===== config.mk =====
export PLATFORM = sky130hd
export DESIGN_NAME = gcd_mm_accel
export DESIGN_NICKNAME = d
export VERILOG_FILES = /design/src/rtl/gcd_mm_pkg.sv /design/src/rtl/gcd_mm_core.sv /design/src/rtl/gcd_mm_regs.sv /design/src/rtl/gcd_mm_accel.sv
export SDC_FILE = /design/constraint.sdc
export NUM_CORES = 1
export LEC_CHECK = 0
export ABC_AREA = 1
export CAP_MARGIN = 30
export CORE_MARGIN = 1
export CORE_UTILIZATION = 55
export DETAILED_ROUTE_END_ITERATION = 10
export PLACE_DENSITY = 0.74
export SYNTH_ARGS = -nofsm -noshare
export SYNTH_HDL_FRONTEND = slang
export SYNTH_SLANG_ARGS = --single-unit

===== constraint.sdc =====
create_clock -name clk -period 3.7 [get_ports clk]
set_clock_uncertainty 0.1 [all_clocks]
set_input_delay 0.74 -clock clk [delete_from_list [all_inputs] [get_ports clk]]
set_output_delay 0.74 -clock clk [all_outputs]
set_load 0.05 [all_outputs]

===== src/rtl/gcd_mm_pkg.sv =====
package gcd_mm_pkg;

  typedef enum logic [2:0] {
    REG_STAT = 3'd0,
    REG_CTRL = 3'd1,
    REG_OPA  = 3'd2,
    REG_OPB  = 3'd3,
    REG_RES  = 3'd4
  } reg_addr_e;

  localparam int CTRL_EN_BIT   = 0;
  localparam int CTRL_SRST_BIT = 1;

  typedef enum logic [1:0] {
    ENG_IDLE = 2'd0,
    ENG_RUN  = 2'd1,
    ENG_DONE = 2'd2
  } eng_state_e;

endpackage


===== src/rtl/gcd_mm_core.sv =====
module gcd_mm_core
  import gcd_mm_pkg::*;
#(
  parameter int W = 32
) (
  input  logic         clk,
  input  logic         rst,
  input  logic         clr,
  input  logic         start,
  input  logic [W-1:0] opa,
  input  logic [W-1:0] opb,
  output logic         busy,
  output logic         done,
  output logic [W-1:0] result
);
  localparam int KW = (W > 2) ? $clog2(W) : 1;

  eng_state_e    state;
  logic [W-1:0]  a_q, b_q;
  logic [KW-1:0] k_q;

  always_ff @(posedge clk) begin
    if (rst || clr) begin
      state  <= ENG_IDLE;
      a_q    <= '0;
      b_q    <= '0;
      k_q    <= '0;
      result <= '0;
    end else if (start) begin
      a_q   <= opa;
      b_q   <= opb;
      k_q   <= '0;
      state <= ENG_RUN;
    end else if (state == ENG_RUN) begin
      if (a_q == '0) begin
        result <= b_q << k_q;
        state  <= ENG_DONE;
      end else if (b_q == '0) begin
        result <= a_q << k_q;
        state  <= ENG_DONE;
      end else if (!a_q[0] && !b_q[0]) begin
        a_q <= a_q >> 1;
        b_q <= b_q >> 1;
        k_q <= k_q + 1'b1;
      end else if (!a_q[0]) begin
        a_q <= a_q >> 1;
      end else if (!b_q[0]) begin
        b_q <= b_q >> 1;
      end else if (a_q >= b_q) begin
        a_q <= (a_q - b_q) >> 1;
      end else begin
        b_q <= (b_q - a_q) >> 1;
      end
    end
  end

  assign busy = (state == ENG_RUN);
  assign done = (state == ENG_DONE);

endmodule


===== src/rtl/gcd_mm_regs.sv =====
module gcd_mm_regs
  import gcd_mm_pkg::*;
#(
  parameter int W  = 32,
  parameter int AW = 3
) (
  input  logic          clk,
  input  logic          rst,
  input  logic          cs,
  input  logic [AW-1:0] addr,
  input  logic          wr,
  input  logic [W-1:0]  wdata,
  input  logic          done,
  input  logic [W-1:0]  result,
  output logic [W-1:0]  rdata,
  output logic          ctrl_en,
  output logic          ctrl_srst,
  output logic [W-1:0]  op_a,
  output logic [W-1:0]  op_b
);
  logic [W-1:0] rd_mux;

  always_ff @(posedge clk) begin
    if (rst) begin
      ctrl_en   <= 1'b0;
      ctrl_srst <= 1'b0;
      op_a      <= '0;
      op_b      <= '0;
    end else if (cs && wr) begin
      case (reg_addr_e'(addr))
        REG_CTRL: begin
          ctrl_en   <= wdata[CTRL_EN_BIT];
          ctrl_srst <= wdata[CTRL_SRST_BIT];
        end
        REG_OPA: op_a <= wdata;
        REG_OPB: op_b <= wdata;
        default: ;
      endcase
    end
  end

  always_comb begin
    rd_mux = '0;
    case (reg_addr_e'(addr))
      REG_STAT: rd_mux[0] = done;
      REG_CTRL: begin
        rd_mux[CTRL_EN_BIT]   = ctrl_en;
        rd_mux[CTRL_SRST_BIT] = ctrl_srst;
      end
      REG_OPA: rd_mux = op_a;
      REG_OPB: rd_mux = op_b;
      REG_RES: rd_mux = result;
      default: rd_mux = '0;
    endcase
  end

  always_ff @(posedge clk) begin
    if (rst) rdata <= '0;
    else     rdata <= (cs && !wr) ? rd_mux : '0;
  end

endmodule


===== src/rtl/gcd_mm_accel.sv =====
module gcd_mm_accel #(
  parameter int W  = 32,
  parameter int AW = 3
) (
  input  logic          clk,
  input  logic          rst,
  input  logic          cs,
  input  logic [AW-1:0] addr,
  input  logic          wr,
  input  logic [W-1:0]  wdata,
  output logic [W-1:0]  rdata
);
  logic         ctrl_en_w, ctrl_srst_w, en_prev;
  logic         start_w, busy_w, done_w;
  logic [W-1:0] opa_w, opb_w, res_w;

  gcd_mm_regs #(.W(W), .AW(AW)) u_regs (
    .clk      (clk),
    .rst      (rst),
    .cs       (cs),
    .addr     (addr),
    .wr       (wr),
    .wdata    (wdata),
    .done     (done_w),
    .result   (res_w),
    .rdata    (rdata),
    .ctrl_en  (ctrl_en_w),
    .ctrl_srst(ctrl_srst_w),
    .op_a     (opa_w),
    .op_b     (opb_w)
  );

  always_ff @(posedge clk) begin
    if (rst) en_prev <= 1'b0;
    else     en_prev <= ctrl_en_w;
  end

  assign start_w = ctrl_en_w && !en_prev && !ctrl_srst_w;

  gcd_mm_core #(.W(W)) u_core (
    .clk   (clk),
    .rst   (rst),
    .clr   (ctrl_srst_w),
    .start (start_w),
    .opa   (opa_w),
    .opb   (opb_w),
    .busy  (busy_w),
    .done  (done_w),
    .result(res_w)
  );

endmodule


==> results_dict.tcl, run 1 <==
set metrics [dict create \
    fin_nets 2357 \
    clockBufferDepth 3 \
    cts_root_buf "clkbuf_16" \
    dr_total_vias 16400 \
    grt_max_degree 54 \
    fin_setup_tns_ns 0 \
    slowest_stage "fa_1" \
    grt_pass1_vias 15300 \
    port_buffers 70 \
    worst_path_largest_cell_delay_ns 0.48 \
    async_flop_share 0 \
    yosysSeqAreaShare 0.284 \
    fin_crit_ns 3.46 \
    postSynthAreaPerCell_um2 6.37 \
    worst_skew_pair.late_latency_ns 0.52 \
    ant_nets 0 \
    critPathCaptureType "register" \
    postCtsResizedCells 0 \
    io_pins 71 \
    numCtsBuffers 22 \
    hold_viol 0 \
    rows 58 \
    synth-edff-count 0 \
    min_period_over_period 0.934 \
    area_growth_pct 11.8 \
    grt_util_all_layers 0.417 \
    wl_per_cell_um 21.7 \
    start_util 0.563 \
    crit_top_cell "nand2_4" \
    postCtsSetupBuffers 0 \
    via_per_inst 6.30 \
    synth_ff_type "dfxtp_1" \
    dieArea_mm2 0.0266 \
    ys_warn_count 0 \
    die_x_um 163 \
    critPathArrivalTime_ns 3.70 \
    gp_congestion 1.01 \
    yosysTopAreaCellShare 0.284 \
    coreArea_mm2 0.0253 \
    drc_errors 0 \
    vdd.ir_drop.worst_mv 0.407 \
    yosys.area.top_type "dfxtp_1" \
    tightest_slew_ns 0.973 \
    grt-ovfl-total 0 \
    synth_top_cells_by_area "dfxtp_1, nand2_1, nand3_1" \
    clk_pin_slew_worst_paths_ns 0.07 \
    synth-seq-cells 202 \
    netlist_instances 2238 \
    die_y_um 163 \
    critPathLaunchType "register" \
    status "finished clean" \
    grt_pass1_wl_um 85500 \
    crit_chain "inv_1 -> ha_1 -> fa_1 -> o21ai_2 -> a21oi_4 -> o21ai_2 -> o21ai_4 -> nand2_4 -> nand2_4 -> nand2_4 -> buf_12 -> nor2_1 -> o21ai_0 -> a21oi_1" \
    synth_fp_nets 2344 \
    crit_required_ns 3.94 \
    netlist_area_mm2 0.0143 \
    p_per_area_mw_per_mm2 435 \
    p_leak_uw 0.00701 \
    drtIter0Drc 2349 \
    drive_gt1_frac 0.0644 \
    rsz0062_at_grt "no" \
    clock-sinks 202 \
    fmax_ghz 0.289 \
    dpl.hpwl_um 42900 \
    hold_ws_ns 0.375 \
    wl_um 56200 \
    slew_headroom 0.350 \
    cts_max_level 1 \
    cts_tree "done" \
    antenna_found_initial 0 \
    drv_slew 0 \
    hold_buffers 0 \
    crit_fanout 22 \
    holdCritPathClass "register to register" \
    path_class "register to register" \
    antenna_cells 0 \
    synth.distinct_cells 51 \
    setup_viol 0 \
    drv_cap 0 \
    drtPass1Iterations 6 \
]
## cell type report
cell class | count | area [µm²]
multi-input cells | 1718 | 8940
flip-flops and latches | 202 | 4040
clock buffers | 29 | 597
fillers | 2360 | 9380
clock inverters | 11 | 178
repair buffers | 109 | 1030
inverters | 198 | 743
well taps | 330 | 413
## registers in the layout, summed over array words and instances (netlist names)
register	flops
u_core.k_q	5
u_core.b_q	32
u_core.state	2
u_core.a_q	32
u_regs.ctrl_srst	1
u_regs.rdata	32
u_regs.ctrl_en	1
u_regs.op_b	32
u_core.result	32
u_regs.op_a	32
en_prev	1
## power by group
part / leakage (µW) / switching [µW] / internal [µW]
combinational: 0.00501 / 1630 / 668
clock: 0.000368 / 967 / 1430
sequential: 0.00163 / 38.3 / 2210
total: 0.00701 / 2630 / 4300
## layout by cell type (no fill, tap or decap), types with 6 or more instances in the layout
cell / count
a221oi_1: 20
o21a_1: 6
inv_1: 185
a31oi_1: 9
a21oi_1: 211
o21bai_1: 20
nand3_1: 256
inv_2: 10
o21ai_2: 12
nor2_1: 233
o21ai_0: 162
nand4_1: 12
o21ai_1: 10
clkdlybuf4s50_1: 69
o22ai_1: 19
buf_4: 36
nor2_2: 6
nor4_1: 8
a21oi_2: 14
ha_1: 65
nor2_4: 12
xnor2_1: 8
clkbuf_16: 22
a211oi_1: 23
dfxtp_1: 202
nor3_1: 13
nand2_1: 515
xor2_1: 43
## critical path, delay by kind of cell, from the launching register on
kind	cells	cell delay, ns
AOI/OAI and AO/OA	6	0.97
adders and majority gates	2	0.77
buffers and inverters	2	0.44
DFF	1	0.43
and+or+nand+nor	4	0.55
## synth_stat cells, types with 4 or more instances
cell type,number
a211oi_1,23
a21oi_1,211
a21oi_2,14
a221oi_1,20
a22oi_1,5
a31oi_1,9
buf_1,5
buf_2,21
buf_6,5
clkbuf_1,83
dfxtp_1,202
ha_1,65
inv_1,185
inv_2,10
nand2_1,516
nand2_4,5
nand3_1,256
nand4_1,12
nor2_1,236
nor2_2,4
nor2_4,11
nor3_1,14
nor4_1,8
o211ai_1,5
o21a_1,6
o21ai_0,162
o21ai_1,10
o21ai_2,12
o21bai_1,20
o22ai_1,19
xnor2_1,8
xor2_1,43
## cells by family (layout without fill, tap and decap cells)
| family | Yosys count | after routing | share of synthesized area |
|---|---|---|---|
| AND/OR/NAND/NOR | 1074 | 1074 | 0.322 |
| AO/OA/AOI/OAI | 526 | 526 | 0.213 |
| buffers and inverters | 318 | 347 | 0.0910 |
| XOR/XNOR | 51 | 51 | 0.0313 |
| flip-flops | 202 | 202 | 0.284 |
| adder cells (fa/ha/maj) | 67 | 67 | 0.0598 |
## stage by stage
stage                     instances  instance area (µm²)  total power (µW)  setup WS, ns   util
after global placement         2556                15100              4510         0.370  0.598
after global routing           2597                15900              7170         0.126  0.630
after detailed placement       2557                15200              4500         0.379  0.599
final                          2597                15900              6940         0.244  0.630
after CTS                      2597                15900              6830         0.310  0.630
after floorplan                2238                14300              3720          1.03      -
## worst paths after layout
kind	startpoint	endpoint	slack (ns)	depth (start not counted)
max	u_core.a_q[0]$_SDFFE_PP0P_	u_core.b_q[19]$_SDFFE_PP0P_	0.24	14
min	u_core.result[0]$_SDFFE_PP0P_	u_core.result[0]$_SDFFE_PP0P_	0.38	2
max reg2reg	u_core.a_q[0]$_SDFFE_PP0P_	u_core.b_q[19]$_SDFFE_PP0P_	0.24	14
min reg2reg	u_core.result[0]$_SDFFE_PP0P_	u_core.result[0]$_SDFFE_PP0P_	0.38	2
## layer usage
layer | track usage | part of all wire | up-vias
li1 | - | - | 7485
met5 | 0 | 0 | -
met4 | 0.232 | 0.062 | 0
met3 | 0.0505 | 0.087 | 222
met2 | 0.667 | 0.45 | 1084
met1 | 0.545 | 0.40 | 7572
Note: power is estimated with default switching activity, not from simulation.
==> run 2, diff against run 1 <==
Settings changed: CORE_UTILIZATION 55 to 40, PLACE_DENSITY 0.74 to default.
==> results_dict.tcl, run 2 (same netlist as run 1, synthesis figures left out) <==
set metrics [dict create \
    fmax_ghz 0.283 \
    drtIter0Drc 1754 \
    min_period_over_period 0.955 \
    layout_commonest_cell "nand2_1" \
    die_x_um 191 \
    start_util 0.410 \
    fillers 3718 \
    final_cells 2718 \
    reg2reg_from "u_core.a_q[0]$_SDFFE_PP0P_" \
    coreArea_mm2 0.0348 \
    worstSetupEndpoint "u_core.a_q[28]$_SDFFE_PP0P_" \
    vdd.ir_drop.worst_mv 0.302 \
    dr_total_vias 15600 \
    wl_per_cell_um 21.0 \
    postCtsSetupBuffers 0 \
    ff_latch_area_mm2 0.00404 \
    pwr-share-clk 0.354 \
    dpl.hpwl_um 44500 \
    crit_fanout 23 \
    drtPass1Iterations 6 \
    r2r-end "u_core.a_q[28]$_SDFFE_PP0P_" \
    crit_required_ns 4.04 \
    cts_tree "done" \
    power_frac_comb 0.323 \
    status "finished clean" \
    final_cell_mix "nand2_1, nand3_1, nor2_1" \
    grt_util_all_layers 0.310 \
    antenna_found_initial 0 \
    path_class "register to register" \
    slew_headroom 0.350 \
    rsz0062_at_grt "no" \
    layout_setup_ws_ns 0.165 \
    postCtsResizedCells 0 \
    internal_power_uw 4400 \
    antenna_cells 0 \
    dieArea_mm2 0.0364 \
    startpoint "u_core.a_q[0]$_SDFFE_PP0P_" \
    worst_skew_pair.late_latency_ns 0.52 \
    total_power_uw 6960 \
    hold_ws_ns 0.364 \
    rows 68 \
    regToRegSetupSlack_ns 0.17 \
    grt-ovfl-total 0 \
    via_per_inst 5.74 \
    hold_viol 0 \
    clk_pin_slew_worst_paths_ns 0.07 \
    critPathLaunchType "register" \
    sequentialPowerShare 0.323 \
    clock-sinks 202 \
    cts_root_buf "clkbuf_16" \
    ant_nets 0 \
    grt_pass1_wl_um 86600 \
    clockBufferDepth 3 \
    io_pins 71 \
    numCtsBuffers 22 \
    drc_errors 0 \
    wl_um 57000 \
    p_leak_uw 0.00702 \
    fin_crit_ns 3.53 \
    drv_cap 0 \
    drive_gt1_frac 0.0641 \
    tightest_slew_ns 0.974 \
    area_growth_pct 13.0 \
    p_per_area_mw_per_mm2 432 \
    grt_max_degree 71 \
    gp_congestion 1.00 \
    fin_setup_tns_ns 0 \
    p_sw_frac 0.368 \
    die_y_um 191 \
    grt_pass1_vias 14800 \
    drv_slew 0 \
    setup_viol 0 \
    post-place-ws_ns 0.185 \
    placedCellCount 2679 \
    cts_max_level 1 \
    switchingPower_uw 2560 \
    fin_nets 2354 \
    critPathCaptureType "register" \
    critPathArrivalTime_ns 3.88 \
    ff2ff_path_depth 13 \
    port_buffers 70 \
    multi_input_area_mm2 0.00894 \
    hold_buffers 0 \
    holdCritPathClass "register to register" \
]
## run 2: cell types whose count changed in the layout (fill, tap and decap cells not counted)
cell | before | now
nor2_1 | 233 | 232
clkbuf_1 | 5 | 3
inv_6 | 1 | 0
buf_16 | 1 | 0
clkinvlp_4 | 3 | 2
buf_12 | 2 | 4
clkinv_8 | 1 | 0
nor2_2 | 6 | 7
clkbuf_8 | 2 | 5
buf_4 | 36 | 32
clkbuf_16 | 22 | 23
## run 2: worst min path at each step
stage | startpoint | endpoint | slack, ns | depth (start not counted)
finish | u_core.result[11]$_SDFFE_PP0P_ | u_core.result[11]$_SDFFE_PP0P_ | 0.36 | 2
global route | u_core.result[11]$_SDFFE_PP0P_ | u_core.result[11]$_SDFFE_PP0P_ | 0.38 | 2
detailed placement | u_core.result[6]$_SDFFE_PP0P_ | u_core.result[6]$_SDFFE_PP0P_ | 0.35 | 2
global placement | u_core.result[11]$_SDFFE_PP0P_ | u_core.result[11]$_SDFFE_PP0P_ | 0.34 | 2
floorplan | u_core.result[8]$_SDFFE_PP0P_ | u_core.result[8]$_SDFFE_PP0P_ | 0.33 | 2
CTS | u_core.result[11]$_SDFFE_PP0P_ | u_core.result[11]$_SDFFE_PP0P_ | 0.36 | 2
## run 2: stage by stage
step | instance area, µm² | utilization
3_3_place_gp | 15300 | 0.440
3_5_place_dp | 15300 | 0.440
6_report | 16100 | 0.463
4_1_cts | 16100 | 0.463
5_1_grt | 16100 | 0.463
2_1_floorplan | 14300 | -
## run 2: cell type report
class                      instances  area share
timing repair buffer             106      0.0630
inverter                         198      0.0461
clock inverter                     8     0.00901
multi-input combinational       1718       0.555
clock buffer                      31      0.0407
sequential                       202       0.251
tap                              455      0.0353
## run 2: critical path, cell delays in order, from the launching register on
cell and delay [ns]:
dfxtp_1 0.48, inv_1 0.22, ha_1 0.30, fa_1 0.52, o21ai_2 0.30, a21oi_4 0.11
o21ai_2 0.25, o21ai_4 0.13, nand4_1 0.12, nand3b_1 0.36, buf_12 0.30, nand2_1 0.06
nand2_1 0.04, a21oi_1 0.15
## run 2: power groups by stage
stage | logic, µW | clock network [µW] | registers (µW)
6_report | 2250 | 2460 | 2250
3_5_place_dp | 2200 | 0 | 2300
2_1_floorplan | 1440 | 0 | 2280
4_1_cts | 2210 | 2480 | 2250
3_3_place_gp | 2220 | 0 | 2290
5_1_grt | 2450 | 2570 | 2250
## run 2: layer usage
metal  vias to the layer above  wire length (µm)  track usage  part of all wire
li1                       7467                 -            -                 -
met3                       113              3270       0.0212             0.057
met4                         0              2240        0.119             0.039
met1                      7354             25500        0.429              0.45
met2                       655             26000        0.498              0.46
met5                         -                 0            0                 0
